<file path="config.mk">
export PLATFORM = sky130hd
export DESIGN_NAME = priv_trap_ctrl
export DESIGN_NICKNAME = d
export VERILOG_FILES = /design/src/rtl/priv_pkg.sv /design/src/rtl/priv_csr_decode.sv /design/src/rtl/priv_trap_route.sv /design/src/rtl/priv_trap_ctrl.sv
export SDC_FILE = /design/constraint.sdc
export NUM_CORES = 1
export LEC_CHECK = 0
export ABC_AREA = 1
export BUFFER_PORTS_ARGS = -buffer_cell sky130_fd_sc_hd__buf_4
export CORE_ASPECT_RATIO = 0.9
export CORE_MARGIN = 1
export CORE_UTILIZATION = 40
export CTS_CLUSTER_SIZE = 12
export DETAILED_ROUTE_END_ITERATION = 16
export PLACE_DENSITY = 0.54
export SLEW_MARGIN = 20
export SYNTH_ARGS = -nofsm -noshare
export SYNTH_HDL_FRONTEND = slang
export SYNTH_SLANG_ARGS = --single-unit
</file>
<file path="constraint.sdc">
create_clock -name clk_i -period 2.1 [get_ports clk_i]
set_input_delay 0.21 -clock clk_i [delete_from_list [all_inputs] [get_ports clk_i]]
set_output_delay 0.21 -clock clk_i [all_outputs]
set_load 0.005 [all_outputs]
</file>
<file path="src/rtl/priv_pkg.sv">
package priv_pkg;
  localparam logic [1:0] PRIV_U = 2'd0;
  localparam logic [1:0] PRIV_S = 2'd1;
  localparam logic [1:0] PRIV_M = 2'd3;

  localparam int ST_SIE  = 1;
  localparam int ST_MIE  = 3;
  localparam int ST_SPIE = 5;
  localparam int ST_MPIE = 7;
  localparam int ST_SPP  = 8;
  localparam int ST_MPP  = 11;

  localparam logic [11:0] A_SSTATUS  = 12'h100;
  localparam logic [11:0] A_SIE      = 12'h104;
  localparam logic [11:0] A_STVEC    = 12'h105;
  localparam logic [11:0] A_SCNTEN   = 12'h106;
  localparam logic [11:0] A_SSCRATCH = 12'h140;
  localparam logic [11:0] A_SEPC     = 12'h141;
  localparam logic [11:0] A_SCAUSE   = 12'h142;
  localparam logic [11:0] A_STVAL    = 12'h143;
  localparam logic [11:0] A_SIP      = 12'h144;
  localparam logic [11:0] A_MSTATUS  = 12'h300;
  localparam logic [11:0] A_MISA     = 12'h301;
  localparam logic [11:0] A_MEDELEG  = 12'h302;
  localparam logic [11:0] A_MIDELEG  = 12'h303;
  localparam logic [11:0] A_MIE      = 12'h304;
  localparam logic [11:0] A_MTVEC    = 12'h305;
  localparam logic [11:0] A_MSCRATCH = 12'h340;
  localparam logic [11:0] A_MEPC     = 12'h341;
  localparam logic [11:0] A_MCAUSE   = 12'h342;
  localparam logic [11:0] A_MTVAL    = 12'h343;
  localparam logic [11:0] A_MIP      = 12'h344;

  typedef enum logic [4:0] {
    SEL_NONE, SEL_ZERO,
    SEL_MSTATUS, SEL_MEDELEG, SEL_MIDELEG, SEL_MTVEC, SEL_MSCRATCH,
    SEL_MEPC, SEL_MCAUSE, SEL_MTVAL,
    SEL_SSTATUS, SEL_STVEC, SEL_SCNTEN, SEL_SSCRATCH,
    SEL_SEPC, SEL_SCAUSE, SEL_STVAL
  } csr_sel_e;
endpackage

</file>
<file path="src/rtl/priv_csr_decode.sv">
module priv_csr_decode
  import priv_pkg::*;
(
  input  logic [11:0] addr_i,
  output csr_sel_e    sel_o
);
  always_comb begin
    case (addr_i)
      A_MSTATUS:  sel_o = SEL_MSTATUS;
      A_MEDELEG:  sel_o = SEL_MEDELEG;
      A_MIDELEG:  sel_o = SEL_MIDELEG;
      A_MTVEC:    sel_o = SEL_MTVEC;
      A_MSCRATCH: sel_o = SEL_MSCRATCH;
      A_MEPC:     sel_o = SEL_MEPC;
      A_MCAUSE:   sel_o = SEL_MCAUSE;
      A_MTVAL:    sel_o = SEL_MTVAL;
      A_SSTATUS:  sel_o = SEL_SSTATUS;
      A_STVEC:    sel_o = SEL_STVEC;
      A_SCNTEN:   sel_o = SEL_SCNTEN;
      A_SSCRATCH: sel_o = SEL_SSCRATCH;
      A_SEPC:     sel_o = SEL_SEPC;
      A_SCAUSE:   sel_o = SEL_SCAUSE;
      A_STVAL:    sel_o = SEL_STVAL;
      // interrupt enable/pending and isa live outside this block
      A_MISA, A_MIE, A_MIP, A_SIE, A_SIP: sel_o = SEL_ZERO;
      default:    sel_o = SEL_NONE;
    endcase
  end
endmodule

</file>
<file path="src/rtl/priv_trap_route.sv">
module priv_trap_route
  import priv_pkg::*;
#(
  parameter int XLEN    = 32,
  parameter int CAUSE_W = 5
) (
  input  logic [1:0]         priv_i,
  input  logic               irq_i,
  input  logic [CAUSE_W-1:0] cause_i,
  input  logic [XLEN-1:0]    medeleg_i,
  input  logic [XLEN-1:0]    mideleg_i,
  input  logic [XLEN-1:0]    mtvec_i,
  input  logic [XLEN-1:0]    stvec_i,
  output logic               to_s_o,
  output logic [XLEN-1:0]    vec_o
);
  logic [XLEN-1:0] deleg;
  logic [XLEN-1:0] tvec;

  assign deleg  = irq_i ? mideleg_i : medeleg_i;
  assign to_s_o = (priv_i != PRIV_M) && deleg[cause_i];
  assign tvec   = to_s_o ? stvec_i : mtvec_i;
  assign vec_o  = {tvec[XLEN-1:2], 2'b00};
endmodule

</file>
<file path="src/rtl/priv_trap_ctrl.sv">
module priv_trap_ctrl
  import priv_pkg::*;
#(
  parameter int XLEN    = 32,
  parameter int CAUSE_W = 5
) (
  input  logic               clk_i,
  input  logic               rst_ni,
  input  logic               trap_valid_i,
  input  logic               trap_irq_i,
  input  logic [CAUSE_W-1:0] trap_cause_i,
  input  logic               trap_has_val_i,
  input  logic [XLEN-1:0]    trap_val_i,
  input  logic [XLEN-1:0]    trap_pc_i,
  input  logic               mret_i,
  input  logic               sret_i,
  input  logic               csr_re_i,
  input  logic               csr_we_i,
  input  logic [11:0]        csr_addr_i,
  input  logic [XLEN-1:0]    csr_wdata_i,
  output logic [XLEN-1:0]    csr_rdata_o,
  output logic               csr_illegal_o,
  output logic               xret_illegal_o,
  output logic               redirect_valid_o,
  output logic [XLEN-1:0]    redirect_pc_o,
  output logic [1:0]         priv_o
);
  localparam int CODE_PAD = XLEN - 1 - CAUSE_W;
  localparam logic [XLEN-1:0] SMASK =
    XLEN'((1 << ST_SIE) | (1 << ST_SPIE) | (1 << ST_SPP));

  logic [1:0]      priv_q, mpp_q;
  logic            sie_q, mie_q, spie_q, mpie_q, spp_q;
  logic [XLEN-1:0] medeleg_q, mideleg_q, mtvec_q, stvec_q;
  logic [XLEN-1:0] mscratch_q, sscratch_q, scnten_q;
  logic [XLEN-1:0] mepc_q, sepc_q, mcause_q, scause_q, mtval_q, stval_q;

  csr_sel_e        sel;
  logic            to_s;
  logic [XLEN-1:0] vec, status_rd, cause_word;
  logic            mret_ok, sret_ok, csr_wr;

  priv_csr_decode i_dec (.addr_i(csr_addr_i), .sel_o(sel));

  priv_trap_route #(.XLEN(XLEN), .CAUSE_W(CAUSE_W)) i_route (
    .priv_i   (priv_q),
    .irq_i    (trap_irq_i),
    .cause_i  (trap_cause_i),
    .medeleg_i(medeleg_q),
    .mideleg_i(mideleg_q),
    .mtvec_i  (mtvec_q),
    .stvec_i  (stvec_q),
    .to_s_o   (to_s),
    .vec_o    (vec)
  );

  // trap > mret > sret > csr write
  assign mret_ok = mret_i && !trap_valid_i && priv_q == PRIV_M;
  assign sret_ok = sret_i && !mret_i && !trap_valid_i && priv_q != PRIV_U;
  assign xret_illegal_o = !trap_valid_i &&
    ((mret_i && priv_q != PRIV_M) || (sret_i && !mret_i && priv_q == PRIV_U));
  assign csr_wr = csr_we_i && sel != SEL_NONE && !trap_valid_i && !mret_ok && !sret_ok;
  assign csr_illegal_o = (csr_we_i || csr_re_i) && sel == SEL_NONE;

  assign redirect_valid_o = trap_valid_i || mret_ok || sret_ok;
  assign redirect_pc_o    = trap_valid_i ? vec : (mret_ok ? mepc_q : sepc_q);
  assign priv_o           = priv_q;
  assign cause_word       = {trap_irq_i, {CODE_PAD{1'b0}}, trap_cause_i};

  always_comb begin
    status_rd          = '0;
    status_rd[ST_SIE]  = sie_q;
    status_rd[ST_MIE]  = mie_q;
    status_rd[ST_SPIE] = spie_q;
    status_rd[ST_MPIE] = mpie_q;
    status_rd[ST_SPP]  = spp_q;
    status_rd[ST_MPP +: 2] = mpp_q;
  end

  always_comb begin
    case (sel)
      SEL_MSTATUS:  csr_rdata_o = status_rd;
      SEL_SSTATUS:  csr_rdata_o = status_rd & SMASK;
      SEL_MEDELEG:  csr_rdata_o = medeleg_q;
      SEL_MIDELEG:  csr_rdata_o = mideleg_q;
      SEL_MTVEC:    csr_rdata_o = mtvec_q;
      SEL_STVEC:    csr_rdata_o = stvec_q;
      SEL_MSCRATCH: csr_rdata_o = mscratch_q;
      SEL_SSCRATCH: csr_rdata_o = sscratch_q;
      SEL_SCNTEN:   csr_rdata_o = scnten_q;
      SEL_MEPC:     csr_rdata_o = mepc_q;
      SEL_SEPC:     csr_rdata_o = sepc_q;
      SEL_MCAUSE:   csr_rdata_o = mcause_q;
      SEL_SCAUSE:   csr_rdata_o = scause_q;
      SEL_MTVAL:    csr_rdata_o = mtval_q;
      SEL_STVAL:    csr_rdata_o = stval_q;
      default:      csr_rdata_o = '0;
    endcase
  end

  always_ff @(posedge clk_i or negedge rst_ni) begin
    if (!rst_ni) begin
      priv_q <= PRIV_M;  mpp_q <= PRIV_M;
      sie_q <= 1'b0; mie_q <= 1'b0; spie_q <= 1'b0; mpie_q <= 1'b0; spp_q <= 1'b0;
      medeleg_q <= '0; mideleg_q <= '0; mtvec_q <= '0; stvec_q <= '0;
      mscratch_q <= '0; sscratch_q <= '0; scnten_q <= '0;
      mepc_q <= '0; sepc_q <= '0; mcause_q <= '0; scause_q <= '0;
      mtval_q <= '0; stval_q <= '0;
    end else if (trap_valid_i) begin
      if (to_s) begin
        scause_q <= cause_word;
        sepc_q   <= trap_pc_i;
        if (trap_has_val_i) stval_q <= trap_val_i;
        spp_q  <= priv_q[0];
        spie_q <= sie_q;
        sie_q  <= 1'b0;
        priv_q <= PRIV_S;
      end else begin
        mcause_q <= cause_word;
        mepc_q   <= trap_pc_i;
        if (trap_has_val_i) mtval_q <= trap_val_i;
        mpp_q  <= priv_q;
        mpie_q <= mie_q;
        mie_q  <= 1'b0;
        priv_q <= PRIV_M;
      end
    end else if (mret_ok) begin
      priv_q <= mpp_q;
      mpp_q  <= PRIV_U;
      mie_q  <= mpie_q;
      mpie_q <= 1'b1;
    end else if (sret_ok) begin
      priv_q <= spp_q ? PRIV_S : PRIV_U;
      spp_q  <= 1'b0;
      sie_q  <= spie_q;
      spie_q <= 1'b1;
    end else if (csr_wr) begin
      case (sel)
        SEL_MSTATUS: begin
          sie_q  <= csr_wdata_i[ST_SIE];
          mie_q  <= csr_wdata_i[ST_MIE];
          spie_q <= csr_wdata_i[ST_SPIE];
          mpie_q <= csr_wdata_i[ST_MPIE];
          spp_q  <= csr_wdata_i[ST_SPP];
          if (csr_wdata_i[ST_MPP +: 2] != 2'd2) mpp_q <= csr_wdata_i[ST_MPP +: 2];
        end
        SEL_SSTATUS: begin
          sie_q  <= csr_wdata_i[ST_SIE];
          spie_q <= csr_wdata_i[ST_SPIE];
          spp_q  <= csr_wdata_i[ST_SPP];
        end
        SEL_MEDELEG:  medeleg_q  <= csr_wdata_i;
        SEL_MIDELEG:  mideleg_q  <= csr_wdata_i;
        SEL_MTVEC:    mtvec_q    <= csr_wdata_i;
        SEL_STVEC:    stvec_q    <= csr_wdata_i;
        SEL_MSCRATCH: mscratch_q <= csr_wdata_i;
        SEL_SSCRATCH: sscratch_q <= csr_wdata_i;
        SEL_SCNTEN:   scnten_q   <= csr_wdata_i;
        SEL_MEPC:     mepc_q     <= csr_wdata_i;
        SEL_SEPC:     sepc_q     <= csr_wdata_i;
        SEL_MCAUSE:   mcause_q   <= csr_wdata_i;
        SEL_SCAUSE:   scause_q   <= csr_wdata_i;
        SEL_MTVAL:    mtval_q    <= csr_wdata_i;
        SEL_STVAL:    stval_q    <= csr_wdata_i;
        default: ;
      endcase
    end
  end
endmodule

</file>
# ---- Word level (Yosys, flattened, before mapping)
# Index checks and enable logic that the tools add are counted.
dict set report word_totals {
  input_bits 122
  register_bits 425
  output_inout_bits 69
}
dict set report classes {
  reduce_logical 57
  n_mux 87
  bitwise_logic 3
  order_cmp 1
  eq_ne 44
}
# operator n
set ops {}
lappend ops {{32-bit 2-to-1 mux} 41}
lappend ops {{32-bit one-hot mux with 15 select lines} 1}
lappend ops {{12-bit by 10-bit equality test with 1-bit output (second input constant)} 11}
lappend ops {{12-bit by 9-bit equality test with 1-bit output (second input constant)} 9}
lappend ops {{5-bit one-hot mux with 16 select lines} 1}
lappend ops {{5-bit AND reduction} 12}
lappend ops {{5-bit by 4-bit equality test with 1-bit output (second input constant)} 8}
lappend ops {{1-bit 2-to-1 mux} 32}
lappend ops {{2-bit 2-to-1 mux} 11}
lappend ops {{5-bit by 3-bit equality test with 1-bit output (second input constant)} 4}
lappend ops {{3-bit nonzero test} 6}
lappend ops {{2-bit nonzero test} 8}
lappend ops {{1-bit logical AND} 14}
lappend ops {{6-bit AND reduction} 2}
lappend ops {{5-bit by 2-bit equality test with 1-bit output (second input constant)} 2}
lappend ops {{2-bit != test (second input constant)} 5}
lappend ops {{4-bit AND reduction} 2}
lappend ops {{5-bit by 6-bit less-than comparator with 1-bit output (second input constant)} 1}
lappend ops {{1-bit binary-select mux with 5-bit select} 1}
lappend ops {{5-bit equality test (second input constant)} 1}
lappend ops {{5-bit zero test} 1}
lappend ops {{5-bit nonzero test} 1}
lappend ops {{5-bit OR reduction} 1}
lappend ops {{1-bit zero test} 4}
lappend ops {{other kinds (7)} 13}

# ---- Longest topological paths before layout
dict set report depth {
  depth_word 12
  mapped_depth 18
  mapped_depth_nobuf 16
}

# ---- By module
# Synthesis repeated with hierarchy kept, for this count alone.
dict set report hier_totals {
  hier_cells 3143
  hier_area_um2 22696.8
}
# mod n_inst cells_per_inst area_each_um2
set modules_own_cells {}
lappend modules_own_cells {priv_trap_ctrl 1 2805 21149.0}
lappend modules_own_cells {priv_trap_route 1 257 1168.6}
lappend modules_own_cells {priv_csr_decode 1 81 379.1}

# ---- Least setup slack after synthesis
# OpenSTA, ideal clock, no wires.
dict set report synth_path {
  path_type {input to output}
  from {input port trap_cause_i[0]}
  to {output port redirect_pc_o[10]}
  path_stages 16
  n_path_buf 3
  path_slack_ns 0.148
  arrival_ns 1.742
  path_cell_list {buf_2 > inv_2 > buf_4 > nand3_1 > nand3_1 > nand2_1 > nand2_1 > nand3_1 > nand3_1 > nand2_1 > nand2_1 > nand2_2 > inv_1 > clkbuf_1 > nand2_1 > nand3b_1}
}
dict set report synth_between {
  elab_chain_len 5
}
# element line
set synth_rtl {}
lappend synth_rtl {{start, declared} priv_trap_ctrl.sv:11} ;# input logic [CAUSE_W-1:0] trap_cause_i,
lappend synth_rtl {{1-bit binary-select mux with 5-bit select} priv_trap_route.sv:21} ;# assign to_s_o = (priv_i != PRIV_M) && deleg[cause_i];
lappend synth_rtl {{1-bit 2-to-1 mux (implied by the code)} priv_trap_route.sv:21}
lappend synth_rtl {{1-bit logical AND} priv_trap_route.sv:21}
lappend synth_rtl {{32-bit 2-to-1 mux} priv_trap_route.sv:22} ;# assign tvec = to_s_o ? stvec_i : mtvec_i;
lappend synth_rtl {{32-bit 2-to-1 mux} priv_trap_ctrl.sv:66} ;# assign redirect_pc_o = trap_valid_i ? vec : (mret_ok ? mepc_q : sepc_q);
lappend synth_rtl {{end, declared} priv_trap_ctrl.sv:25} ;# output logic [XLEN-1:0] redirect_pc_o,
# No other way between the ends. The select of a mux whose other input is x is not followed.

# ---- Worst setup path in the final report
dict set report layout_path {
  from {register mideleg_q[5]}
  to {output port redirect_pc_o[18]}
}
dict set report layout_between {
  elab_chain_len 6
}
# element line
set layout_rtl {}
lappend layout_rtl {{start, declared} priv_trap_ctrl.sv:34} ;# logic [XLEN-1:0] medeleg_q, mideleg_q, mtvec_q, stvec_q;
lappend layout_rtl {{start signal, assigned} priv_trap_ctrl.sv:153} ;# SEL_MIDELEG: mideleg_q <= csr_wdata_i;
lappend layout_rtl {{32-bit 2-to-1 mux} priv_trap_route.sv:20} ;# assign deleg = irq_i ? mideleg_i : medeleg_i;
lappend layout_rtl {{1-bit binary-select mux with 5-bit select} priv_trap_route.sv:21}
lappend layout_rtl {{1-bit 2-to-1 mux (implied by the code)} priv_trap_route.sv:21}
lappend layout_rtl {{1-bit logical AND} priv_trap_route.sv:21}
lappend layout_rtl {{32-bit 2-to-1 mux} priv_trap_route.sv:22}
lappend layout_rtl {{32-bit 2-to-1 mux} priv_trap_ctrl.sv:66}
# No other way between the ends. The select of a mux whose other input is x is not followed.

==> metrics.md <==
| Metric | Value |
|---|---|
| Final setup vio count | `177` |
| Leakage power | `0.0178 uW` |
| RR Startpoint | `mideleg_q[5]` |
| N_diodes | `0` |
| WHS Endpoint | `stval_q[27]` |
| Cell area after synthesis | `22200 um2` |
| Core box area | `54600 um2` |
| Initial core utilization | `0.407` |
| RSZ-0062 raised after global routing | `true` |
| CP cell instances | `a21oi_2 > o21ai_2 > nand3_2 > nand2_1 > nand2_1 > nand3_2 > nand3_2 > nand2_4 > buf_6 > nand3_4 > clkinv_8 > buf_8 > nand2_2 > nand3b_1 > buf_6` |
| Fraction of the yosys area taken by sequential cells | `0.479` |
| Hold Path Depth | `5` |
| Drt total wl | `115000 um` |
| Longest Clk Path Bufs | `3` |
| Area after DPL | `27200 um2` |
| Pwr/cell area | `653 nW/um2` |
| Worst Tran Pin Value | `892 ps` |
| Leading register cell type out of synthesis | `dfrtp_1` |
| Initial antenna violation count | `0` |
| Vias | `25146` |
| Number of flops mapped to enable cells by yosys | `0` |
| FF-to-FF End | `mepc_q[31]` |
| TritonCTS clock tree | `yes` |
| Max-slew headroom | `0.403` |
| CP delay by family, top | `simple AND/OR/NAND/NOR gates` |
| Most common library cells after synthesis | `nand2_1, dfrtp_1, o21ai_0` |
| Final Util | `0.628` |
| Num ports | `191` |
| Die X | `250 um` |
| Clock sink total | `425` |
| Max-slew violation count | `0` |
| Layout area overhead | `54.4%` |
| Gpl congestion | `1.01` |
| F_max | `354 MHz` |
| Largest net degree at the start of global routing | `62` |
| Leading area contributor after synthesis | `dfrtp_1` |
| Crit. End Element | `output pin` |
| IO Port Bufs | `190` |
| Wire per inst | `26.4 um` |
| Post-route clock period utilization | `1.35` |
| Count of final hold-check violations | `0` |
| Crit path largest cell delay | `400 ps` |
| TritonCTS buffer count | `49` |
| Register bit count reported by yosys | `425` |
| Status | `complete, but fails checks` |
| Vias in the first global route | `23276` |
| Iter 0 DRT Violations | `3363` |
| Post-synth top area share | `0.474` |
| Post-DP HPWL | `76600 um` |
| Slowest stage cell, crit path | `dfrtp_1` |
| GRT Util Overall | `0.390` |
| Full die area | `56500 um2` |
| Period minus WS final | `2830 ps` |
| Setup ws final | `-726 ps` |
| Async SR Flop Fraction | `1.00` |
| Core Rows | `81` |
| Critical Path RT | `1890 ps` |
| Power Total | `22400 uW` |
| CP Launch Type | `flip-flop` |
| CP Max Fanout | `6` |
| Failing checks | `negative setup slack` |
| Worst path bufs/invs | `4` |
| Post-Syn Instances | `3006` |
| Distinct cells, synth | `38` |
| DRT antenna net count | `0` |
| Syn Area/Cell | `7.39 um2` |
| Setup Skew | `20.0 ps` |
| Clock slew seen by the registers of the worst setup and hold paths | `60 ps` |
| Peak supply drop | `0.555 mV` |
| Hold Crit Class | `in -> reg` |
| Most used cell, CP | `nand3_2` |
| Synth Warn # | `0` |
| # DRC | `0` |
| Design Area, Final | `34300 um2` |
| Total gr overflow | `0` |
| Clk Latency, worst-skew pair | `610 ps` |
| Top-count cell post-synth | `nand2_1` |
| CTS root buffer | `clkbuf_16` |
| Final net count | `3723` |
| Max H-tree Level | `2` |
| Critical Path Start | `mideleg_q[5]` |
| DR pass1 iterations | `6` |
| First-pass GRT wire length | `160000 um` |
| Largest cells by area after synthesis | `dfrtp_1, nand2_1, o21ai_0` |
| Die Ht | `226 um` |
| CP Class | `reg -> out` |
| Vias per std cell | `5.79` |
| Layout cells sized above 1 | `0.346` |
| Worst min-delay path startpoint | `trap_val_i[27]` |
| Worst r2r path cells | `15` |
| Worst R2R Setup Slack | `-120 ps` |
| CP arrival | `2620 ps` |
| Max-Cap Viols | `0` |
| Syn nets | `3128` |
worst min-delay path: cells and delay by family:
| kind | cells | cell delay, ps |
|---|---|---|
| simple gates | 3 | 200 |
| buf+inv | 1 | 80 |
| compound gates | 1 | 100 |
flip-flops by register name (all words and copies together), names as in the netlist:
name / cells
spie_q: 1
mepc_q: 32
mtvec_q: 32
mie_q: 1
mcause_q: 32
spp_q: 1
mpie_q: 1
sscratch_q: 32
medeleg_q: 32
scause_q: 32
mpp_q: 2
stvec_q: 32
scnten_q: 32
priv_o: 2
sepc_q: 32
sie_q: 1
mscratch_q: 32
stval_q: 32
mtval_q: 32
mideleg_q: 32
through the flow:
stage                     TNS [ps]  setup WS [ps]  std cells  hold WS [ps]
after floorplan                  0            148       3006         -85.6
final                       -36660           -726       4345          19.9
after detailed placement   -180840           -673       4080           214
after CTS                   -42460           -675       4304          2.39
after global placement     -191980           -674       4080           211
after global routing        -54930           -793       4345          38.8
power breakdown:
| part | internal (uW) | switching (uW) |
|---|---|---|
| Sequential | 8920 | 692 |
| Combinational | 1450 | 2310 |
| Clock | 5250 | 3770 |
repair_timing:
item | in CTS | in global routing
setup endpoints to repair | 261 | 490
hold endpoints to repair | 103 | 0
gates cloned | 14 | 10
pin swaps | 153 | 188
hold buffers | 38 | 0
gates resized for setup | 518 | 375
buffers inserted | 91 | 50
cell type report:
| type | instances | area (um2) |
|---|---|---|
| inverter | 166 | 732 |
| clock buffer | 70 | 1480 |
| multi-input combinational | 2228 | 12600 |
| sequential | 425 | 10600 |
| fill | 4732 | 20300 |
| tap | 705 | 882 |
| clock inverter | 20 | 195 |
| timing repair buffer | 731 | 7730 |
routing by layer:
layer  global-route usage  share of wire  vias up
li1                     -              -    11049
met1                0.597           0.44    12263
met2                0.518           0.40     1651
met3                0.128           0.14      183
met4               0.0926          0.024        0
met5                    0              0        -
kinds of logic (layout without fill, tap and decap cells):
family / count (synthesis) / count (layout) / synth area share
AND/OR/NAND/NOR: 1774 / 1774 / 0.339
AO/OA/AOI/OAI: 454 / 454 / 0.113
flip-flops: 425 / 425 / 0.479
buffers and inverters: 353 / 987 / 0.0686
placed cells by master, fill, tap and decap left out, drive strengths merged, types with 16 or more instances in the layout:
cell	instances
a21oi	39
a22o	41
buf	683
clkbuf	79
clkinv	16
dfrtp	421
dlygate4sd3	38
inv	162
nand2	1204
nand3	243
nand3b	32
nand4	117
nor2	173
o21ai	356
how the worst max path moves through the flow:
| stage | endpoint | cells after the start |
|---|---|---|
| after CTS | redirect_pc_o[17] | 15 |
| after detailed placement | csr_rdata_o[8] | 16 |
| after floorplan | redirect_pc_o[10] | 16 |
| final | redirect_pc_o[18] | 15 |
| after global placement | csr_rdata_o[8] | 16 |
| after global routing | redirect_pc_o[18] | 15 |
Note: power is estimated with default switching activity, not from simulation.
